## config.mk

```make
export PLATFORM = sky130hd
export DESIGN_NAME = qenc_emulator
export DESIGN_NICKNAME = d
export VERILOG_FILES = /design/src/rtl/qenc_pkg.sv /design/src/rtl/qenc_ctrl.sv /design/src/rtl/qenc_datapath.sv /design/src/rtl/qenc_emulator.sv
export SDC_FILE = /design/constraint.sdc
export NUM_CORES = 1
export LEC_CHECK = 0
export ABC_AREA = 1
export BUFFER_PORTS_ARGS = -buffer_cell sky130_fd_sc_hd__buf_2
export CORE_ASPECT_RATIO = 0.7
export CORE_MARGIN = 1.5
export CORE_UTILIZATION = 30
export DETAILED_ROUTE_END_ITERATION = 7
export HOLD_SLACK_MARGIN = 0.15
export MAX_ROUTING_LAYER = met4
export SETUP_SLACK_MARGIN = 0.1
export SLEW_MARGIN = 10
export SYNTH_ARGS = -nofsm -noshare
export SYNTH_HDL_FRONTEND = slang
export SYNTH_SLANG_ARGS = --single-unit
```

## constraint.sdc

```tcl
create_clock -name clk -period 3.1 [get_ports clk]
set_input_delay 0.155 -clock clk [delete_from_list [all_inputs] [get_ports clk]]
set_output_delay 0.155 -clock clk [all_outputs]
set_load 0.01 [all_outputs]
```

## src/rtl/qenc_pkg.sv

```systemverilog
package qenc_pkg;
  // Strobes issued by the control to the datapath for one cycle
  typedef struct packed {
    logic loadRef;  // take angleIn as new reference
    logic stepUp;   // advance quadrature state
    logic stepDn;   // retreat quadrature state
    logic setErr;   // missing-code detected
    logic clrErr;   // clear condition present
  } qencStrobe_t;
endpackage

```

## src/rtl/qenc_ctrl.sv

```systemverilog
module qenc_ctrl
  import qenc_pkg::*;
#(
  parameter int ANGLE_W = 15
) (
  input  logic               clk,
  input  logic               rst_n,
  input  logic               sampleValid,
  input  logic [ANGLE_W-1:0] angleIn,
  input  logic [ANGLE_W-1:0] refAngle,
  input  logic               refValid,
  input  logic               dirInvert,
  input  logic               autoClear,
  input  logic               clearErr,
  output qencStrobe_t        strb
);
  localparam logic [ANGLE_W-1:0] ONE    = ANGLE_W'(1);
  localparam logic [ANGLE_W-1:0] MINUS1 = {ANGLE_W{1'b1}};

  logic [ANGLE_W-1:0] delta;
  logic isSame, isUp, isDn, isJump, atZero, fwd;

  always_comb begin
    delta  = angleIn - refAngle;  // modulo 2^ANGLE_W, wrap is one step
    isSame = (delta == '0);
    isUp   = (delta == ONE);
    isDn   = (delta == MINUS1);
    isJump = refValid && !(isSame || isUp || isDn);
    atZero = (angleIn == '0);
    fwd    = isUp ^ dirInvert;
  end

  always_comb begin
    strb = '0;
    if (sampleValid) begin
      if (!refValid) begin
        strb.loadRef = 1'b1;
      end else if (isUp || isDn) begin
        strb.loadRef = 1'b1;
        strb.stepUp  = fwd;
        strb.stepDn  = !fwd;
      end else if (isJump) begin
        strb.loadRef = 1'b1;
        strb.setErr  = 1'b1;
      end
    end
    strb.clrErr = clearErr ||
                  (sampleValid && autoClear && refValid && !isJump && atZero);
  end

  // never more than one action on the quadrature state per cycle
  p_single_action_r3: assert property (@(posedge clk) disable iff (!rst_n)
    $onehot0({strb.stepUp, strb.stepDn, strb.setErr}));

  // without a sample strobe the reference is never touched
  p_idle_quiet_r12: assert property (@(posedge clk) disable iff (!rst_n)
    !sampleValid |-> !(strb.loadRef || strb.stepUp || strb.stepDn || strb.setErr));
endmodule

```

## src/rtl/qenc_datapath.sv

```systemverilog
module qenc_datapath
  import qenc_pkg::*;
#(
  parameter int ANGLE_W = 15
) (
  input  logic               clk,
  input  logic               rst_n,
  input  qencStrobe_t        strb,
  input  logic [ANGLE_W-1:0] angleIn,
  output logic [ANGLE_W-1:0] refAngle,
  output logic               refValid,
  output logic               quadA,
  output logic               quadB,
  output logic               index,
  output logic               convErr
);
  logic [1:0] quadState, quadNext;   // {A,B}
  logic [ANGLE_W-1:0] refNext;
  logic refValidNext;

  always_comb begin
    quadNext = quadState;
    if (strb.stepUp) begin
      unique case (quadState)
        2'b00: quadNext = 2'b01;
        2'b01: quadNext = 2'b11;
        2'b11: quadNext = 2'b10;
        default: quadNext = 2'b00;
      endcase
    end else if (strb.stepDn) begin
      unique case (quadState)
        2'b00: quadNext = 2'b10;
        2'b10: quadNext = 2'b11;
        2'b11: quadNext = 2'b01;
        default: quadNext = 2'b00;
      endcase
    end
    refNext      = strb.loadRef ? angleIn : refAngle;
    refValidNext = refValid || strb.loadRef;
  end

  always_ff @(posedge clk) begin
    if (!rst_n) begin
      quadState <= 2'b00;
      refAngle  <= '0;
      refValid  <= 1'b0;
      index     <= 1'b0;
      convErr   <= 1'b0;
    end else begin
      quadState <= quadNext;
      refAngle  <= refNext;
      refValid  <= refValidNext;
      index     <= refValidNext && (refNext == '0);
      if (strb.setErr)      convErr <= 1'b1;
      else if (strb.clrErr) convErr <= 1'b0;
    end
  end

  assign quadA = quadState[1];
  assign quadB = quadState[0];

  // at most one of A and B changes per cycle
  p_one_edge_r3: assert property (@(posedge clk) disable iff (!rst_n)
    $countones({quadA, quadB} ^ $past({quadA, quadB})) <= 1);

  // a jump sets the error and freezes the quadrature state
  p_jump_sets_r7: assert property (@(posedge clk) disable iff (!rst_n)
    strb.setErr |=> convErr);
  p_jump_nostep_r7: assert property (@(posedge clk) disable iff (!rst_n)
    strb.setErr |=> $stable({quadA, quadB}));

  // error holds without a clear condition
  p_err_sticky_r8: assert property (@(posedge clk) disable iff (!rst_n)
    (convErr && !strb.clrErr) |=> convErr);
endmodule

```

## src/rtl/qenc_emulator.sv

```systemverilog
module qenc_emulator
  import qenc_pkg::*;
#(
  parameter int ANGLE_W = 15
) (
  input  logic               clk,
  input  logic               rst_n,
  input  logic               sampleValid,
  input  logic [ANGLE_W-1:0] angleIn,
  input  logic               dirInvert,
  input  logic               autoClear,
  input  logic               clearErr,
  output logic               quadA,
  output logic               quadB,
  output logic               index,
  output logic               convErr
);
  qencStrobe_t        strb;
  logic [ANGLE_W-1:0] refAngle;
  logic               refValid;

  qenc_ctrl #(.ANGLE_W(ANGLE_W)) u_ctrl (
    .clk(clk), .rst_n(rst_n), .sampleValid(sampleValid), .angleIn(angleIn),
    .refAngle(refAngle), .refValid(refValid), .dirInvert(dirInvert),
    .autoClear(autoClear), .clearErr(clearErr), .strb(strb));

  qenc_datapath #(.ANGLE_W(ANGLE_W)) u_dp (
    .clk(clk), .rst_n(rst_n), .strb(strb), .angleIn(angleIn),
    .refAngle(refAngle), .refValid(refValid), .quadA(quadA), .quadB(quadB),
    .index(index), .convErr(convErr));
endmodule

```

# Yosys cells after proc, flatten, opt, wreduce, memory -nomap -nowiden
# Cells that the tools add are included.
# W data, S select, Z words.
dict set report word_totals {
  wordCells 46
  reg_bits 20
  output_inout_bits 4
}
dict set report classes {
  bitwise 1
  mux 14
  addsub 1
  eq_ne 5
  reduce_logical 20
}
# cell count
set ops {}
lappend ops {{$logic_not A15 Y1} 3}
lappend ops {{$eq A15 B1 Y1 const B} 1}
lappend ops {{$eq A15 B15 Y1 const B} 1}
lappend ops {{$mux W15} 1}
lappend ops {{$sub A15 B15 Y15} 1}
lappend ops {{$pmux W2 S3} 2}
lappend ops {{$logic_and A1 B1 Y1} 6}
lappend ops {{$mux W1} 6}
lappend ops {{$mux W2} 3}
lappend ops {{$logic_or A1 B1 Y1} 5}
lappend ops {{$eq A2 B2 Y1 const B} 2}
lappend ops {{$mux W4} 1}
lappend ops {{$reduce_bool A2 Y1} 2}
lappend ops {{$logic_not A1 Y1} 3}
lappend ops {{$mux W3} 1}
lappend ops {{$eq A2 B1 Y1 const B} 1}
lappend ops {{$logic_not A2 Y1} 1}
lappend ops {{$xor A1 B1 Y1} 1}

# Longest topological paths before layout
dict set report logic_depth {
  ltp_word 13
  mapped_depth 21
}

# Cells and area by module
# Synthesis repeated with hierarchy kept, for this count alone.
dict set report unflattened {
  cells_unflattened 398
  hier_area_um2 2229.6
}
# mod seq_area_each_um2 cells_per_inst area_per_inst_um2 n_inst
set by_module_without_submodules {}
lappend by_module_without_submodules {qenc_ctrl 0.0 261 1327.5 1}
lappend by_module_without_submodules {qenc_datapath 400.4 137 902.1 1}

# Worst setup path after synthesis
# Ideal clock, no wire load.
dict set report synth_timing {
  kind {register to register}
  from {reg u_dp.refAngle[0]}
  to {reg u_dp.index}
  path_stages_with_launch 19
  setup_time_ns 0.064
  synth_period_minus_slack_ns 2.449
  setup_slack_ns 0.651
  arrival_time_ns 2.386
  cell_sequence {dfxtp_1 -> ha_1 -> fa_1 -> inv_1 -> nand3_1 -> nand2_2 -> nand2_1 -> nand2_1 -> nand3_1 -> nor3_2 -> nand4_4 -> nand2_4 -> buf_6 -> nand2_1 -> nand2_1 -> nand2_1 -> nor2_1 -> nand2_1 -> nor2_1}
}
dict set report synth_via {
  elab_chain_cells 13
  word_cells_on_any_way 17
}
# element line
set synth_lines {}
lappend synth_lines {{from (decl)} qenc_datapath.sv:10} ;# output logic [ANGLE_W-1:0] refAngle,
lappend synth_lines {{from (signal assigned)} qenc_datapath.sv:51} ;# refAngle <= refNext;
lappend synth_lines {{$sub A15 B15 Y15} qenc_ctrl.sv:24} ;# delta = angleIn - refAngle;
lappend synth_lines {{$eq A15 B1 Y1 / $logic_not A15 Y1 (equally long branches)} {qenc_ctrl.sv:26, qenc_ctrl.sv:25}}
lappend synth_lines {{$logic_or A1 B1 Y1 (2 in series)} qenc_ctrl.sv:28} ;# isJump = refValid && !(isSame || isUp || isDn);
lappend synth_lines {{$logic_not A1 Y1} qenc_ctrl.sv:28}
lappend synth_lines {{$logic_and A1 B1 Y1} qenc_ctrl.sv:28}
lappend synth_lines {{$mux W1} qenc_ctrl.sv:42} ;# end else if (isJump) begin
lappend synth_lines {{$mux W1} qenc_ctrl.sv:38} ;# end else if (isUp || isDn) begin
lappend synth_lines {{$mux W1} qenc_ctrl.sv:36} ;# if (!refValid) begin
lappend synth_lines {{$mux W4} qenc_ctrl.sv:35} ;# if (sampleValid) begin
lappend synth_lines {{$mux W15} qenc_datapath.sv:38} ;# refNext = strb.loadRef ? angleIn : refAngle;
lappend synth_lines {{$logic_not A15 Y1} qenc_datapath.sv:53} ;# index <= refValidNext && (refNext == '0);
lappend synth_lines {{$logic_and A1 B1 Y1 (*)} qenc_datapath.sv:53}
lappend synth_lines {{to (signal assigned)} qenc_datapath.sv:53}
lappend synth_lines {{to (decl)} qenc_datapath.sv:14} ;# output logic index,
# Mark *: on every way between the ends. The rest lies on a longest branch, timed or not.
# A chain may end at the register's enable or synchronous reset.

# Worst setup path in the final report
dict set report layout_timing {
  from {reg u_dp.refAngle[10]}
  to {reg u_dp.index}
}
# Same word-level chain as after synthesis.

==> flow_metrics.env <==
export IMPL_postRouteAntennaNets=0
export IMPL_min_path_type="primary input to flop"
export IMPL_post_dp_hpwl_mm=5.044
export IMPL_drt_wl_total_mm=5.885
export IMPL_grt_overflow_total=0
export IMPL_row_count=25
export IMPL_yosysWarnings=0
export IMPL_die_x_um=103.4
export IMPL_maxSlewViolCount=0
export IMPL_min_to="u_dp.convErr"
export IMPL_syn_avg_cell_area_um2=5.634
export IMPL_async_reset_ff_frac=0
export IMPL_intPower_w=0.0005073
export IMPL_syn_nets=412
export IMPL_syn_area_mm2=0.002118
export IMPL_synth_seq_cells=20
export IMPL_path_cells="inv_1 > ha_1 > nand2_1 > nor3_1 > a21oi_1 > nand3b_1 > nand2_1 > nor2_4 > nand4_4 > buf_4 > nand3_1 > nand2_1 > nand2_1 > nor2_1 > nand2_1 > nor2_1"
export IMPL_status="complete, no violations"
export IMPL_synth_top_area_cell="nand2_1"
export IMPL_final_setup_skew_ps=4.616
export IMPL_p_switching_w=0.0003483
export IMPL_cts_buffer_depth=2
export IMPL_cpPeakStageDelay_ps=370
export IMPL_crit_arrival_ps=2970
export IMPL_vias_per_cell=4.644
export IMPL_vdd_drop_max_mv=0.2029
export IMPL_hold_violations=0
export IMPL_worst_pin_slew_ps=521.0
export IMPL_cp_start_kind="flop"
export IMPL_pin_count=25
export IMPL_path_clk_slew_ps=80
export IMPL_fin_nets=438
export IMPL_cap_violations=0
export IMPL_end_kind="flop"
export IMPL_max_clock_freq_mhz=356.2
export IMPL_hold_depth=4
export IMPL_fin_area_mm2=0.002431
export IMPL_leakagePower_nw=1.365
export IMPL_placed_cell_area_mm2=0.002336
export IMPL_drive_gt1_frac=0.1197
export IMPL_setup_violations=0
export IMPL_drc=0
export IMPL_cts_root_buf="clkbuf_8"
export IMPL_dr_pass1_iters=5
export IMPL_place_gp_congestion=0.9838
export IMPL_grt_setup_unrepaired="true"
export IMPL_crit_top_cell="nand2_1"
export IMPL_area_growth_pct=14.77
export IMPL_combinationalPowerShare=0.435
export IMPL_cts_sinks=20
export IMPL_reg2reg_slack_ps=290
export IMPL_dieArea_mm2=0.007582
export IMPL_io_buffers=24
export IMPL_r2r_cells=16
export IMPL_synth_top_cell_area_share=0.2250
export IMPL_synth_edf_count=0
export IMPL_diodes=0
export IMPL_yosysSeqAreaShare=0.1890
export IMPL_finalCriticalPeriod_ps=2807
export IMPL_cts_tree="built"
export IMPL_path_class="flop to flop"
export IMPL_postLayoutCoreUtil=0.3582
export IMPL_slew_headroom=0.6505
export IMPL_synthCells=376
export IMPL_p_seq_frac=0.325
export IMPL_grt_usage=0.1716
export IMPL_p_sw_frac=0.4071
export IMPL_antenna_found_initial=0
export IMPL_fin_tns_setup_ps=0
export IMPL_numCtsBuffers=3
export IMPL_grt_pass1_vias=2103
export IMPL_worstSkewPairLatency_ps=260
export IMPL_placedCellCount=490
export IMPL_start_util=0.3121
export IMPL_wire_per_inst_um=11.89
export IMPL_r2r_end="u_dp.index"
export IMPL_grt_max_degree=21
export IMPL_synth_area_leaders="nand2_1, dfxtp_1, inv_1, nand3_1, ha_1"
export IMPL_die_height_um=73.31
export IMPL_powerDensity_mw_per_mm2=351.9
export IMPL_vias=2299
export IMPL_grt_pass1_wl_mm=9.722
export IMPL_core_area_mm2=0.006788
export IMPL_fin_crit_sh=0.9056
export IMPL_path_max_fanout=11
export IMPL_p_clk_frac=0.240
export IMPL_drt_iter0_markers=147
export IMPL_slowest_stage="ha_1"
export IMPL_cts_htree_levels=1
export IMPL_layout_cells_non_filler=495
export IMPL_hold_path_startpoint="clearErr"
export IMPL_timing_rr_start="u_dp.refAngle[10]"
export IMPL_synth_cell_types=28
export IMPL_synth_ff_type="dfxtp_1"
export IMPL_whs_ps=181.2
export IMPL_critical_path_required_ps=3270
worst max path at each step:
| stage | from | endpoint | slack [ps] | cells past startpoint |
|---|---|---|---|---|
| after floorplan | u_dp.refAngle[0] | u_dp.index | 650 | 18 |
| after global placement | angleIn[0] | u_dp.index | 320 | 21 |
| final | u_dp.refAngle[10] | u_dp.index | 290 | 16 |
| after CTS | u_dp.refAngle[0] | u_dp.index | 250 | 19 |
| after detailed placement | angleIn[0] | u_dp.index | 260 | 21 |
| after global routing | u_dp.refAngle[0] | u_dp.index | 70 | 19 |
through the flow:
| step | total power [W] | worst slack, ps |
|---|---|---|
| detailed placement | 0.0006392 | 261.0 |
| finish | 0.0008555 | 292.8 |
| floorplan | 0.0005491 | 650.6 |
| global placement | 0.0006394 | 318.1 |
| CTS | 0.0008429 | 252.3 |
| global route | 0.0009183 | 66.38 |
power groups by stage:
stage                     logic, W  registers (W)  clock network [W]
after detailed placement  0.000355       0.000284                  0
after global routing      0.000420       0.000279           0.000219
after global placement    0.000355       0.000284                  0
final                     0.000372       0.000278           0.000205
after CTS                 0.000358       0.000278           0.000207
after floorplan           0.000266       0.000283                  0
layer usage:
layer,share of wire,routed length (µm),track usage
met3,0.056,330,0.03045
met5,0,0,-
met4,0.0014,8,0.01201
met2,0.39,2277,0.2469
met1,0.56,3269,0.2590
final cells by class:
type / instances / area [µm²]
clock buffer: 4 / 55.05
fill: 756 / 4357
inverter: 75 / 281.5
multi-input combinational: 276 / 1439
sequential: 20 / 400.4
tap: 94 / 117.6
timing repair buffer: 26 / 137.6
worst max-delay path: cells and delay by family, from the launching register on:
kind            cells  cell delay, ps
compound gates      1             180
fa+ha+maj           1             370
flops               1             310
simple gates       12            1540
buf+inv             2             300
state kept, by name (all words and copies together) (netlist names):
| name | count |
|---|---|
| u_dp.refAngle | 15 |
| u_dp.quadState | 2 |
| u_dp.index | 1 |
| u_dp.refValid | 1 |
| u_dp.convErr | 1 |
cells in the mapped netlist (all sizes together), types with 2 or more instances:
| cell type | instances |
|---|---|
| nor4 | 2 |
| dfxtp | 20 |
| nor3 | 6 |
| ha | 14 |
| buf | 3 |
| inv | 74 |
| a21oi | 13 |
| clkbuf | 2 |
| nand4 | 12 |
| nor2 | 35 |
| nand2 | 135 |
| xor2 | 2 |
| nand3 | 46 |
| nand3b | 6 |
cells in the final DEF, fill, tap and decap left out:
cell type and count:
clkbuf_8 4, fa_1 1, clkinv_1 1, xor2_1 2, nor4_1 2, buf_4 1, nand4_1 11, nand3b_1 6
nand2_2 7, and2_1 1, nor2_4 2, nand4_4 1, nand3_2 3, nor2_1 30, dfxtp_1 20, nand3_1 43
inv_1 74, nor2_2 3, buf_2 24, nand2_1 127, nor3_2 1, o41ai_1 1, nand2_8 1, o21ai_0 1
a211oi_1 1, nor3_1 4, ha_1 14, a21oi_1 13, nor3_4 1, dlygate4sd3_1 1
kinds of logic (layout without fill, tap and decap cells):
group,after synthesis,after routing,share of synthesized area
flip-flops,20,20,0.1890
adder cells (fa/ha/maj),15,15,0.09215
XOR/XNOR,2,2,0.008271
AND/OR/NAND/NOR,243,243,0.5239
buffers and inverters,80,105,0.1459
AO/OA/AOI/OAI,16,16,0.04075
timing repair:
item | in CTS | in global routing
endpoints found under the setup margin | 0 | 1
buffers inserted | 0 | 0
hold buffers | 1 | 0
endpoints found under the hold margin | 1 | 0
gates resized for setup | 0 | 5
Power figures use the tool's default switching activity.
